File: src/rtl/swr_pkg.sv
package swr_pkg;

  // {fmt, jst}: fmt selects MSB-first, jst puts the code at the head of the frame
  typedef enum logic [1:0] {
    ORD_LSB_TAIL = 2'b00,
    ORD_LSB_HEAD = 2'b01,
    ORD_MSB_TAIL = 2'b10,
    ORD_MSB_HEAD = 2'b11
  } swr_order_e;

endpackage

File: src/rtl/swr_rst_sync.sv
module swr_rst_sync #(
  parameter int STAGES = 2
) (
  input  logic clk,
  input  logic arst_n,
  output logic rst_sn
);

  logic [STAGES-1:0] chain_q;

  always_ff @(posedge clk or negedge arst_n) begin
    if (!arst_n) chain_q <= '0;
    else         chain_q <= {chain_q[STAGES-2:0], 1'b1};
  end

  assign rst_sn = chain_q[STAGES-1];

endmodule

File: src/rtl/swr_sync.sv
module swr_sync #(
  parameter int              WIDTH   = 3,
  parameter int              STAGES  = 2,
  parameter logic [WIDTH-1:0] RST_VAL = '0
) (
  input  logic             clk,
  input  logic             rst_n,
  input  logic [WIDTH-1:0] d_i,
  output logic [WIDTH-1:0] q_o
);

  localparam int CHAIN_W = WIDTH * STAGES;

  logic [CHAIN_W-1:0] chain_q;

  always_ff @(posedge clk or negedge rst_n) begin
    if (!rst_n) chain_q <= {STAGES{RST_VAL}};
    else        chain_q <= {chain_q[CHAIN_W-WIDTH-1:0], d_i};
  end

  assign q_o = chain_q[CHAIN_W-1 -: WIDTH];

endmodule

File: src/rtl/swr_frame.sv
module swr_frame #(
  parameter int FRAME_BITS = 16
) (
  input  logic                  clk,
  input  logic                  rst_n,
  input  logic                  sclk_s,
  input  logic                  sdat_s,
  input  logic                  fsync_s,
  input  logic [1:0]            mode_i,
  output logic [FRAME_BITS-1:0] bits_o,
  output logic [1:0]            mode_o,
  output logic                  done_o
);

  localparam int CNT_W = $clog2(FRAME_BITS + 1);
  localparam logic [CNT_W-1:0] LAST_IDX = CNT_W'(FRAME_BITS - 1);

  logic                  sclk_d_q, fsync_d_q;
  logic                  act_q, act_n;
  logic [CNT_W-1:0]      cnt_q, cnt_n;
  logic [FRAME_BITS-1:0] sh_q, sh_n;
  logic [1:0]            mode_q, mode_n;
  logic                  done_q, done_n;
  logic                  fall, start, shift, last, sh_en;

  // next-state logic
  always_comb begin
    fall   = sclk_d_q & ~sclk_s;
    start  = fsync_s & ~fsync_d_q;
    shift  = fall & act_q & ~start;
    last   = shift && (cnt_q == LAST_IDX);
    sh_en  = start | shift;
    act_n  = act_q;
    cnt_n  = cnt_q;
    sh_n   = sh_q;
    mode_n = mode_q;
    if (start) begin
      act_n  = 1'b1;
      cnt_n  = '0;
      sh_n   = '0;
      mode_n = mode_i;
    end else if (shift) begin
      cnt_n = cnt_q + 1'b1;
      sh_n  = {sh_q[FRAME_BITS-2:0], sdat_s};
      if (last) act_n = 1'b0;
    end
    done_n = last;
  end

  // registers
  always_ff @(posedge clk or negedge rst_n) begin
    if (!rst_n) begin
      sclk_d_q  <= 1'b1;
      fsync_d_q <= 1'b0;
      act_q     <= 1'b0;
      cnt_q     <= '0;
      sh_q      <= '0;
      mode_q    <= '0;
      done_q    <= 1'b0;
    end else begin
      sclk_d_q  <= sclk_s;
      fsync_d_q <= fsync_s;
      done_q    <= done_n;
      if (sh_en) begin
        act_q <= act_n;
        cnt_q <= cnt_n;
        sh_q  <= sh_n;
      end
      if (start) mode_q <= mode_n;
    end
  end

  assign bits_o = sh_q;
  assign mode_o = mode_q;
  assign done_o = done_q;

  // a frame sync restarts the count at zero in an open frame
  a_r8_restart_clears: assert property (@(posedge clk) disable iff (!rst_n)
    start |=> (act_q && cnt_q == '0));

  // captured mode does not move while a frame runs
  a_r7_mode_frozen: assert property (@(posedge clk) disable iff (!rst_n)
    (act_q && !start) |=> $stable(mode_q));

  // the completion pulse closes the frame
  a_r2_done_closes: assert property (@(posedge clk) disable iff (!rst_n)
    done_q |-> !act_q);

  // with no open frame, serial edges do not move the shift register
  a_r10_idle_frozen: assert property (@(posedge clk) disable iff (!rst_n)
    (!act_q && !start) |=> $stable(sh_q));

endmodule

File: src/rtl/swr_map.sv
module swr_map
  import swr_pkg::*;
#(
  parameter int FRAME_BITS = 16,
  parameter int WORD_BITS  = 14
) (
  input  logic [FRAME_BITS-1:0] bits_i,
  input  logic [1:0]            mode_i,
  output logic [WORD_BITS-1:0]  word_o
);

  localparam int PAD = FRAME_BITS - WORD_BITS;

  // bits_i[FRAME_BITS-1] holds the first serial bit, bits_i[0] the last
  logic [WORD_BITS-1:0] lsb_tail, lsb_head, msb_tail, msb_head;

  assign msb_tail = bits_i[WORD_BITS-1:0];
  assign msb_head = bits_i[FRAME_BITS-1:PAD];

  for (genvar j = 0; j < WORD_BITS; j++) begin : g_rev
    assign lsb_tail[j] = bits_i[WORD_BITS-1-j];
    assign lsb_head[j] = bits_i[FRAME_BITS-1-j];
  end

  always_comb begin
    unique case (swr_order_e'(mode_i))
      ORD_LSB_TAIL: word_o = lsb_tail;
      ORD_LSB_HEAD: word_o = lsb_head;
      ORD_MSB_TAIL: word_o = msb_tail;
      default:      word_o = msb_head;
    endcase
  end

endmodule

File: src/rtl/ser_word_rx.sv
module ser_word_rx #(
  parameter int FRAME_BITS  = 16,
  parameter int WORD_BITS   = 14,
  parameter int SYNC_STAGES = 2
) (
  input  logic                 clk,
  input  logic                 rst_n,
  input  logic                 sclk_i,
  input  logic                 sdat_i,
  input  logic                 fsync_i,
  input  logic                 fmt_i,
  input  logic                 jst_i,
  output logic [WORD_BITS-1:0] word_o,
  output logic                 vld_o
);

  localparam int IN_W = 3;
  localparam logic [IN_W-1:0] IN_RST = 3'b100; // serial clock idles high

  logic                  rst_sn;
  logic [IN_W-1:0]       in_s;
  logic [FRAME_BITS-1:0] bits;
  logic [1:0]            mode_cap;
  logic                  done;
  logic [WORD_BITS-1:0]  word_map, word_q, word_n;
  logic                  vld_q;

  swr_rst_sync #(.STAGES(SYNC_STAGES)) i_rst (
    .clk(clk), .arst_n(rst_n), .rst_sn(rst_sn)
  );

  swr_sync #(.WIDTH(IN_W), .STAGES(SYNC_STAGES), .RST_VAL(IN_RST)) i_sync (
    .clk(clk), .rst_n(rst_sn),
    .d_i({sclk_i, sdat_i, fsync_i}), .q_o(in_s)
  );

  swr_frame #(.FRAME_BITS(FRAME_BITS)) i_frame (
    .clk(clk), .rst_n(rst_sn),
    .sclk_s(in_s[2]), .sdat_s(in_s[1]), .fsync_s(in_s[0]),
    .mode_i({fmt_i, jst_i}),
    .bits_o(bits), .mode_o(mode_cap), .done_o(done)
  );

  swr_map #(.FRAME_BITS(FRAME_BITS), .WORD_BITS(WORD_BITS)) i_map (
    .bits_i(bits), .mode_i(mode_cap), .word_o(word_map)
  );

  always_comb begin
    word_n = done ? word_map : word_q;
  end

  always_ff @(posedge clk or negedge rst_sn) begin
    if (!rst_sn) begin
      word_q <= '0;
      vld_q  <= 1'b0;
    end else begin
      vld_q <= done;
      if (done) word_q <= word_n;
    end
  end

  assign word_o = word_q;
  assign vld_o  = vld_q;

  // outputs idle while reset is held
  a_r1_reset_idle: assert property (@(posedge clk)
    !rst_sn |-> (!vld_o && word_o == '0));

  // strobe lasts a single cycle
  a_r9_single_strobe: assert property (@(posedge clk) disable iff (!rst_sn)
    vld_o |=> !vld_o);

  // every completed frame yields a strobe on the next edge
  a_r2_strobe_follows: assert property (@(posedge clk) disable iff (!rst_sn)
    done |=> vld_o);

  // the word moves only together with the strobe
  a_r11_word_held: assert property (@(posedge clk) disable iff (!rst_sn)
    !$stable(word_o) |-> vld_o);

endmodule

File: config.mk
export PLATFORM = sky130hd
export DESIGN_NAME = ser_word_rx
export DESIGN_NICKNAME = d
export VERILOG_FILES = /design/src/rtl/swr_pkg.sv /design/src/rtl/swr_rst_sync.sv /design/src/rtl/swr_sync.sv /design/src/rtl/swr_frame.sv /design/src/rtl/swr_map.sv /design/src/rtl/ser_word_rx.sv
export SDC_FILE = /design/constraint.sdc
export NUM_CORES = 1
export LEC_CHECK = 0
export BUFFER_PORTS_ARGS = -buffer_cell sky130_fd_sc_hd__buf_2
export CAP_MARGIN = 20
export CORE_ASPECT_RATIO = 0.8
export CORE_MARGIN = 2
export CORE_UTILIZATION = 60
export CTS_BUF_LIST = sky130_fd_sc_hd__clkbuf_4
export DETAILED_ROUTE_END_ITERATION = 8
export PLACE_DENSITY = 0.93
export SETUP_SLACK_MARGIN = 0.05
export SKIP_CTS_REPAIR_TIMING = 1
export SLEW_MARGIN = 20
export SYNTH_ARGS = -nofsm -noshare
export SYNTH_HDL_FRONTEND = slang
export SYNTH_SLANG_ARGS = --single-unit
File: constraint.sdc
create_clock -name clk -period 2.05 [get_ports clk]
set_input_delay 0 -clock clk [delete_from_list [all_inputs] [get_ports clk]]
set_output_delay 0 -clock clk [all_outputs]
set_load 0.02 [all_outputs]
==> flow_summary.yaml, run 1 <==
setup_path:
  r2r_start: "i_frame.cnt_q[0]$_DFFE_PN0P_"
  cp-start-kind: "register"
  endpoint: "i_frame.cnt_q[4]$_DFFE_PN0P_"
  rr_endpoint: "i_frame.cnt_q[4]$_DFFE_PN0P_"
  crit_fanout: 3
  setup.worst_path.end_class: "register"
  startpoint: "i_frame.cnt_q[0]$_DFFE_PN0P_"
  arrival_ns: 1.79
  path_class: "reg -> reg"
  reg2reg_slack_ns: 0.57
  worst-r2r-cell-count: 5
  required_ns: 2.36
power:
  p_per_area_nw_per_um2: 705
  clkPwrFrac_pct: 26.3
  vdd_drop_max_mv: 0.557
  pwr-share-comb_pct: 6.7
  seqPwrFrac_pct: 67.0
  internal-power_mw: 1.22
  swShare_pct: 23.6
  power_switching_mw: 0.378
  p_leak_nw: 1.03
floorplanning:
  num_rows: 18
  core_area_um2: 3180
  initial_core_util_pct: 64.5
  die_w_um: 69.3
  die_h_um: 56.2
  ios: 22
  dieArea_um2: 3900
clock_network:
  cts_tree: "done"
  clk_latency_ns: 0.36
  clk_pin_slew_ns: 0.13
  htreeDepth: 2
  cts_root_buf: "clkbuf_4"
  cts-buffers-inserted: 5
  clock_sinks: 50
  clockBufferDepth: 2
sta:
  rsz0062_at_grt: "false"
  post-route-min-period_ns: 1.48
  finalCritPeriodShare_pct: 72.4
  fin_worst_skew_ns: 0.0104
  final-setup-viol-count: 0
  hold_viol: 0
  max-slew-margin-rel_pct: 54.3
  holdWs_ns: 0.239
  timing.setup.tns_ns: 0
  tightest_slew_ns: 0.686
  slew_violations: 0
  fmax_ghz: 0.674
synthesis:
  synth.avg_cell_area_um2: 14.1
  netlist_instances: 145
  netlist_area_um2: 2050
  yosysSeqAreaShare_pct: 61.3
  synth-async-reset-ratio_pct: 100
  synth_edf_count: 0
  ys_ff_latch: 50
  yosysWarningCount: 0
  synthFlopType: "dfrtp_1"
  netlist-cell-type-count: 32
  syn-num-nets: 154
cells_and_area:
  final_area_um2: 2270
  final_util_pct: 71.5
  fillCellCount: 221
  final_cell_mix: "dfrtp_1, buf_2, a22o_1"
  drive_gt1_share_pct: 23.6
  mostFrequentLayoutCell: "dfrtp_1"
  final_nets: 182
  seqCellArea_um2: 1260
  fin_cells: 214
  areaGrowthSynthToFinish_pct: 10.9
  multiInputGateArea_um2: 716
  antenna_cells: 0
drt:
  wl_per_cell_um: 17.7
  vias: 1285
  met2WireLength_mm: 1.78
  drt_iter0_drc: 91
  dr_wl_met3_um: 276
  first_pass_iters: 4
  viasPerCell: 6.00
  drc: 0
  postRouteAntennaNets: 0
  routed_wl_mm: 3.79
  met1Wirelength_mm: 1.67
  routed.top_layer: "met4"
placed_design:
  port_buffers: 21
  place_congestion: 0.856
  place_area_um2: 2150
  place_hpwl_mm: 2.63
  place_inst: 199
global_route:
  antenna_found_initial: 0
  grt_usage_pct: 21.6
  grt_pass1_vias: 1279
  grt_pass1_wl_mm: 6.44
  grt_overflow: 0
  grt_max_degree: 24
run_status:
  status: "complete, no violations"
flow_run:
  drv_cap: 0
min_path:
  hold_path.class: "reg -> async"
cell usage after synthesis (2+ instances only):
| library cell | number | area [um2] |
|---|---|---|
| a22o_1 | 17 | 149 |
| buf_4 | 2 | 15.0 |
| buf_8 | 2 | 30.0 |
| clkbuf_1 | 3 | 11.3 |
| dfrtp_1 | 47 | 1180 |
| dfstp_2 | 3 | 78.8 |
| ha_1 | 2 | 25.0 |
| mux2_2 | 2 | 22.5 |
| mux2i_1 | 14 | 140 |
| nand2b_1 | 15 | 93.8 |
| nor2_1 | 2 | 7.51 |
| nor2b_4 | 2 | 27.5 |
| o221ai_1 | 14 | 123 |
| xor2_1 | 2 | 17.5 |
area by class of cell:
type                            count  area share (%)
Clock buffer                        6            1.98
Clock inverter                      2           0.386
Inverter                            1           0.165
Multi-Input combinational cell     85            31.5
Sequential cell                    50            55.3
Tap cell                           40            2.21
Timing Repair Buffer               30            8.38
layer usage:
layer	track usage, %	vias up
li1	-	591
met1	30.6	636
met2	33.0	47
met3	5.43	11
met4	7.00	0
met5	0	-
worst min path at each step:
| stage | from | end | slack (ns) |
|---|---|---|---|
| floorplan | rst_n | i_rst.chain_q[0]$_DFF_PN0_ | -0.30 |
| global placement | rst_n | i_rst.chain_q[0]$_DFF_PN0_ | -0.22 |
| detailed placement | rst_n | i_rst.chain_q[0]$_DFF_PN0_ | -0.21 |
| CTS | rst_n | i_rst.chain_q[1]$_DFF_PN0_ | -0.62 |
| global route | sclk_i | i_sync.chain_q[2]$_DFF_PN1_ | 0.27 |
| finish | i_rst.chain_q[1]$_DFF_PN0_ | i_frame.bits_o[15]$_DFFE_PN0P_ | 0.24 |
sequential cells by signal (all words and copies together), names as in the netlist, 2 cells and up:
signal          count
i_frame.cnt_q       5
i_sync.chain_q      6
i_frame.bits_o     16
i_rst.chain_q       2
i_frame.mode_o      2
word_o             14
cells by family after synthesis:
family | after synthesis | share of synthesized area [%]
DFF | 50 | 61.3
adders and majority gates | 2 | 1.22
other | 1 | 0.183
buffers and inverters | 10 | 3.73
AOI/OAI and AO/OA | 35 | 14.5
muxes | 16 | 7.95
and+or+nand+nor | 29 | 10.2
xor gates and xnor gates | 2 | 0.856
metrics by stage:
| step | power [mW] | setup slack [ns] |
|---|---|---|
| floorplan | 1.17 | 0.560 |
| CTS | 1.60 | 0.563 |
| global placement | 1.18 | 0.659 |
| finish | 1.60 | 0.566 |
| detailed placement | 1.19 | 0.587 |
| global route | 1.68 | 0.461 |
critical path, cell delays in order (launching register included):
cell,delay (ns)
dfrtp_1,0.44
ha_1,0.23
and3_1,0.18
ha_1,0.27
nor3_1,0.20
a21o_1,0.10
power groups by stage:
| stage | clock [mW] | sequential (mW) | combinational (mW) |
|---|---|---|---|
| floorplan | 0 | 1.07 | 0.101 |
| global placement | 0 | 1.09 | 0.0931 |
| detailed placement | 0 | 1.09 | 0.0972 |
| CTS | 0.435 | 1.07 | 0.0977 |
| global route | 0.477 | 1.08 | 0.120 |
| finish | 0.421 | 1.07 | 0.108 |
Power figures use the tool's default switching activity.
==> inputs of run 2 (changes only) <==
==> constraint.sdc (replaced) <==
create_clock -name clk -period 1.4 [get_ports clk]
set_input_delay 0 -clock clk [delete_from_list [all_inputs] [get_ports clk]]
set_output_delay 0 -clock clk [all_outputs]
set_load 0.02 [all_outputs]
==> flow_summary.yaml, run 2 (synthesis results as in run 1) <==
run_status:
  status: "complete, no violations"
sta:
  holdWs_ns: 0.155
  max-slew-margin-rel_pct: 66.3
  fin_worst_skew_ns: 0.0152
  post-route-min-period_ns: 1.37
  tightest_slew_ns: 0.505
  fmax_ghz: 0.732
  rsz0062_at_grt: "true"
  slew_violations: 0
  finalCritPeriodShare_pct: 97.6
  timing.setup.tns_ns: 0
  hold_viol: 0
  final-setup-viol-count: 0
floorplanning:
  dieArea_um2: 3900
  ios: 22
  num_rows: 18
  die_w_um: 69.3
  initial_core_util_pct: 64.5
  core_area_um2: 3180
  die_h_um: 56.2
global_route:
  grt_max_degree: 37
  grt_pass1_vias: 1285
  antenna_found_initial: 0
  grt_usage_pct: 20.8
  grt_overflow: 0
  grt_pass1_wl_mm: 6.33
power:
  p_per_area_nw_per_um2: 1020
  power_switching_mw: 0.574
  clkPwrFrac_pct: 27.0
  swShare_pct: 23.2
  pwr-share-comb_pct: 10.9
  seqPwrFrac_pct: 62.1
  vdd_drop_max_mv: 0.778
  internal-power_mw: 1.90
  p_leak_nw: 1.09
placed_design:
  port_buffers: 21
  place_inst: 202
  place_congestion: 0.763
  place_area_um2: 2210
  place_hpwl_mm: 2.41
min_path:
  hold_path.class: "reg -> async"
clock_network:
  clk_pin_slew_ns: 0.14
  cts_root_buf: "clkbuf_4"
  htreeDepth: 2
  clock_sinks: 50
  cts-buffers-inserted: 5
  cts_tree: "done"
  clk_latency_ns: 0.36
  clockBufferDepth: 2
cells_and_area:
  fin_cells: 222
  final_nets: 190
  drive_gt1_share_pct: 30.2
  final_area_um2: 2420
  multiInputGateArea_um2: 746
  final_util_pct: 76.1
  largest_reg_flops: 16
  antenna_cells: 0
  fillCellCount: 188
  final_cell_mix: "dfrtp_1, buf_2, a22o_1"
  seqCellArea_um2: 1260
  mostFrequentLayoutCell: "dfrtp_1"
  areaGrowthSynthToFinish_pct: 18.0
drt:
  drt_iter0_drc: 121
  postRouteAntennaNets: 0
  drc: 0
  routed_wl_mm: 3.87
  wl_per_cell_um: 17.4
  first_pass_iters: 5
  viasPerCell: 6.04
  vias: 1340
setup_path:
  crit_fanout: 16
  arrival_ns: 1.61
  required_ns: 1.64
  path_class: "reg -> reg"
  setup.worst_path.end_class: "register"
  cp-start-kind: "register"
  reg2reg_slack_ns: 0.03
flow_run:
  drv_cap: 0
run 2: cell count changes in the layout (fill, tap and decap cells not counted), moves of 2 or more:
cell and delta:
buf_12 +4, buf_4 +4, clkbuf_4 +2, ha_1 -2
run 2: layout make-up:
cell class	instances	area share, %
clock buffers	8	2.49
inverters	1	0.155
multi-input cells	85	30.9
flip-flops and latches	50	52.0
well taps	40	2.07
repair buffers	38	12.4
run 2: power by group through the flow:
stage | Combinational (mW) | Clock (mW) | Sequential [mW]
global route | 0.291 | 0.738 | 1.55
CTS | 0.216 | 0.686 | 1.54
global placement | 0.208 | 0 | 1.56
finish | 0.270 | 0.668 | 1.54
floorplan | 0.148 | 0 | 1.56
detailed placement | 0.214 | 0 | 1.56
run 2: final timing paths:
path / start / to / cells past startpoint
min in group clk: fsync_i / i_sync.chain_q[0]$_DFF_PN0_ / 2
setup reg to reg: i_frame.sclk_d_q$_DFF_PN1_ / i_frame.bits_o[1]$_DFFE_PN0P_ / 4
hold reg to reg: i_rst.chain_q[1]$_DFF_PN0_ / word_o[9]$_DFFE_PN0P_ / 0
hold / removal: i_rst.chain_q[1]$_DFF_PN0_ / word_o[9]$_DFFE_PN0P_ / 0
setup / recovery: i_frame.sclk_d_q$_DFF_PN1_ / i_frame.bits_o[1]$_DFFE_PN0P_ / 4
max in group asynchronous: i_rst.chain_q[1]$_DFF_PN0_ / i_sync.chain_q[5]$_DFF_PN1_ / 1
run 2: per-layer routing:
| metal | track usage, % | vias up | wire length (um) |
|---|---|---|---|
| met5 | 0 | - | 0 |
| met4 | 5.88 | 0 | 41 |
| met3 | 5.80 | 7 | 183 |
| met2 | 30.4 | 40 | 1820 |
| met1 | 30.7 | 684 | 1820 |
| li1 | - | 609 | - |
run 2: worst max-delay path, cell delays in order, from the launching register on:
cell and delay (ns):
dfstp_2 0.61, nand3b_4 0.14, nor2b_4 0.17, buf_12 0.16, a22o_1 0.19
run 2: per-stage QoR:
step           worst slack, ns  total power, mW
3_3_place_gp            0.0712             1.77
3_5_place_dp          0.000317             1.78
5_1_grt               -0.00977             2.57
4_1_cts                -0.0279             2.44
2_1_floorplan           0.0566             1.71
6_report                0.0332             2.48
==> inputs of run 3 (changes only) <==
--- a/config.mk
+++ b/config.mk
@@ -13,7 +13,7 @@
 export CTS_BUF_LIST = sky130_fd_sc_hd__clkbuf_4
 export DETAILED_ROUTE_END_ITERATION = 8
 export PLACE_DENSITY = 0.93
-export SETUP_SLACK_MARGIN = 0.05
+export SETUP_SLACK_MARGIN = 0.4
 export SKIP_CTS_REPAIR_TIMING = 1
 export SLEW_MARGIN = 20
 export SYNTH_ARGS = -nofsm -noshare
==> flow_summary.yaml, run 3 (synthesis results as in run 1) <==
run_status:
  status: "complete, no violations"
cells_and_area:
  multiInputGateArea_um2: 915
  fillCellCount: 139
  drive_gt1_share_pct: 43.0
  mostFrequentLayoutCell: "dfrtp_1"
  seqCellArea_um2: 1260
  largest_reg_flops: 16
  antenna_cells: 0
  final_util_pct: 84.2
  final_cell_mix: "dfrtp_1, buf_2, a22o_1"
  areaGrowthSynthToFinish_pct: 30.6
  final_nets: 194
power:
  seqPwrFrac_pct: 56.6
  clkPwrFrac_pct: 30.4
  p_leak_nw: 1.12
  power_switching_mw: 0.680
  vdd_drop_max_mv: 0.976
  swShare_pct: 24.8
  internal-power_mw: 2.07
  pwr-share-comb_pct: 13.0
  p_per_area_nw_per_um2: 1030
flow_run:
  drv_cap: 0
placed_design:
  dp_slack_ns: 0.0721
  place_hpwl_mm: 2.77
  port_buffers: 21
  place_congestion: 0.791
global_route:
  grt_pass1_wl_mm: 6.62
  grt_pass1_vias: 1322
  grt_overflow: 0
  antenna_found_initial: 0
  grt_usage_pct: 22.9
  grt_max_degree: 34
drt:
  drt_iter0_drc: 234
  postRouteAntennaNets: 0
  first_pass_iters: 4
  wl_per_cell_um: 24.1
  viasPerCell: 6.50
  drc: 0
  routed_wl_mm: 5.45
  vias: 1468
setup_path:
  crit_fanout: 3
  path_class: "reg -> reg"
  cp-start-kind: "register"
  required_ns: 1.69
  setup.worst_path.end_class: "register"
  arrival_ns: 1.67
floorplanning:
  die_w_um: 69.3
  num_rows: 18
  initial_core_util_pct: 64.5
  ios: 22
  core_area_um2: 3180
  dieArea_um2: 3900
  die_h_um: 56.2
clock_network:
  cts-buffers-inserted: 5
  htreeDepth: 2
  clock_sinks: 50
  cts_root_buf: "clkbuf_4"
  clockBufferDepth: 2
  clk_pin_slew_ns: 0.14
  cts_tree: "done"
  clk_latency_ns: 0.38
sta:
  fmax_ghz: 0.727
  rsz0062_at_grt: "true"
  slew_violations: 0
  fin_worst_skew_ns: 0.00451
  hold_viol: 0
  post-route-min-period_ns: 1.38
  fin_ws_ns: 0.0243
  final-setup-viol-count: 0
  finalCritPeriodShare_pct: 98.3
min_path:
  hold_path.class: "reg -> async"
run 3: area by class of cell:
type	count	area share, %
inverters	1	0.140
clock inverters	3	1.50
clock buffers	5	1.40
repair buffers	42	13.8
well taps	40	1.87
multi-input cells	85	34.2
flip-flops and latches	50	47.1
run 3: final timing paths:
| check | endpoint | cells after the start | slack [ns] | start |
|---|---|---|---|---|
| min reg2reg | word_o[0]$_DFFE_PN0P_ | 0 | 0.19 | i_rst.chain_q[1]$_DFF_PN0_ |
| min in group clk | i_sync.chain_q[2]$_DFF_PN1_ | 2 | 0.25 | sclk_i |
| max | i_frame.cnt_q[4]$_DFFE_PN0P_ | 5 | 0.02 | i_frame.cnt_q[0]$_DFFE_PN0P_ |
| min | word_o[0]$_DFFE_PN0P_ | 0 | 0.19 | i_rst.chain_q[1]$_DFF_PN0_ |
| max reg2reg | i_frame.cnt_q[4]$_DFFE_PN0P_ | 5 | 0.02 | i_frame.cnt_q[0]$_DFFE_PN0P_ |
| max in group asynchronous | i_sync.chain_q[2]$_DFF_PN1_ | 1 | 0.65 | i_rst.chain_q[1]$_DFF_PN0_ |
run 3: worst max-delay path, stage by stage, from the launching register on:
cell and delay [ns]:
dfrtp_1 0.44, ha_2 0.20, and3_4 0.19, ha_4 0.27
nor3_2 0.04, a21o_1 0.14
run 3: power by group through the flow:
stage / Clock [mW] / Combinational (mW) / Sequential (mW)
6_report: 0.833 / 0.357 / 1.56
5_1_grt: 0.900 / 0.375 / 1.56
4_1_cts: 0.832 / 0.219 / 1.55
3_5_place_dp: 0 / 0.217 / 1.57
3_3_place_gp: 0 / 0.206 / 1.56
2_1_floorplan: 0 / 0.167 / 1.57
run 3: layer usage:
layer	share of wire [%]	GRT usage [%]	vias to the layer above
met5	0	0	-
met4	3.8	10.1	0
met3	7.5	9.06	19
met2	49	33.1	86
met1	40	30.9	741
li1	-	-	622
run 3: stage by stage:
stage / hold WS, ns / total power [mW] / instance area (um2) / instances / setup TNS [ns]
2_1_floorplan: -0.296 / 1.73 / 2090 / 145 / 0
3_3_place_gp: -0.214 / 1.77 / 2240 / 203 / 0
3_5_place_dp: -0.212 / 1.79 / 2240 / 203 / 0
4_1_cts: -0.630 / 2.60 / 2320 / 211 / 0
5_1_grt: 0.232 / 2.84 / 2670 / 226 / -0.0379
6_report: 0.191 / 2.75 / 2670 / 226 / 0
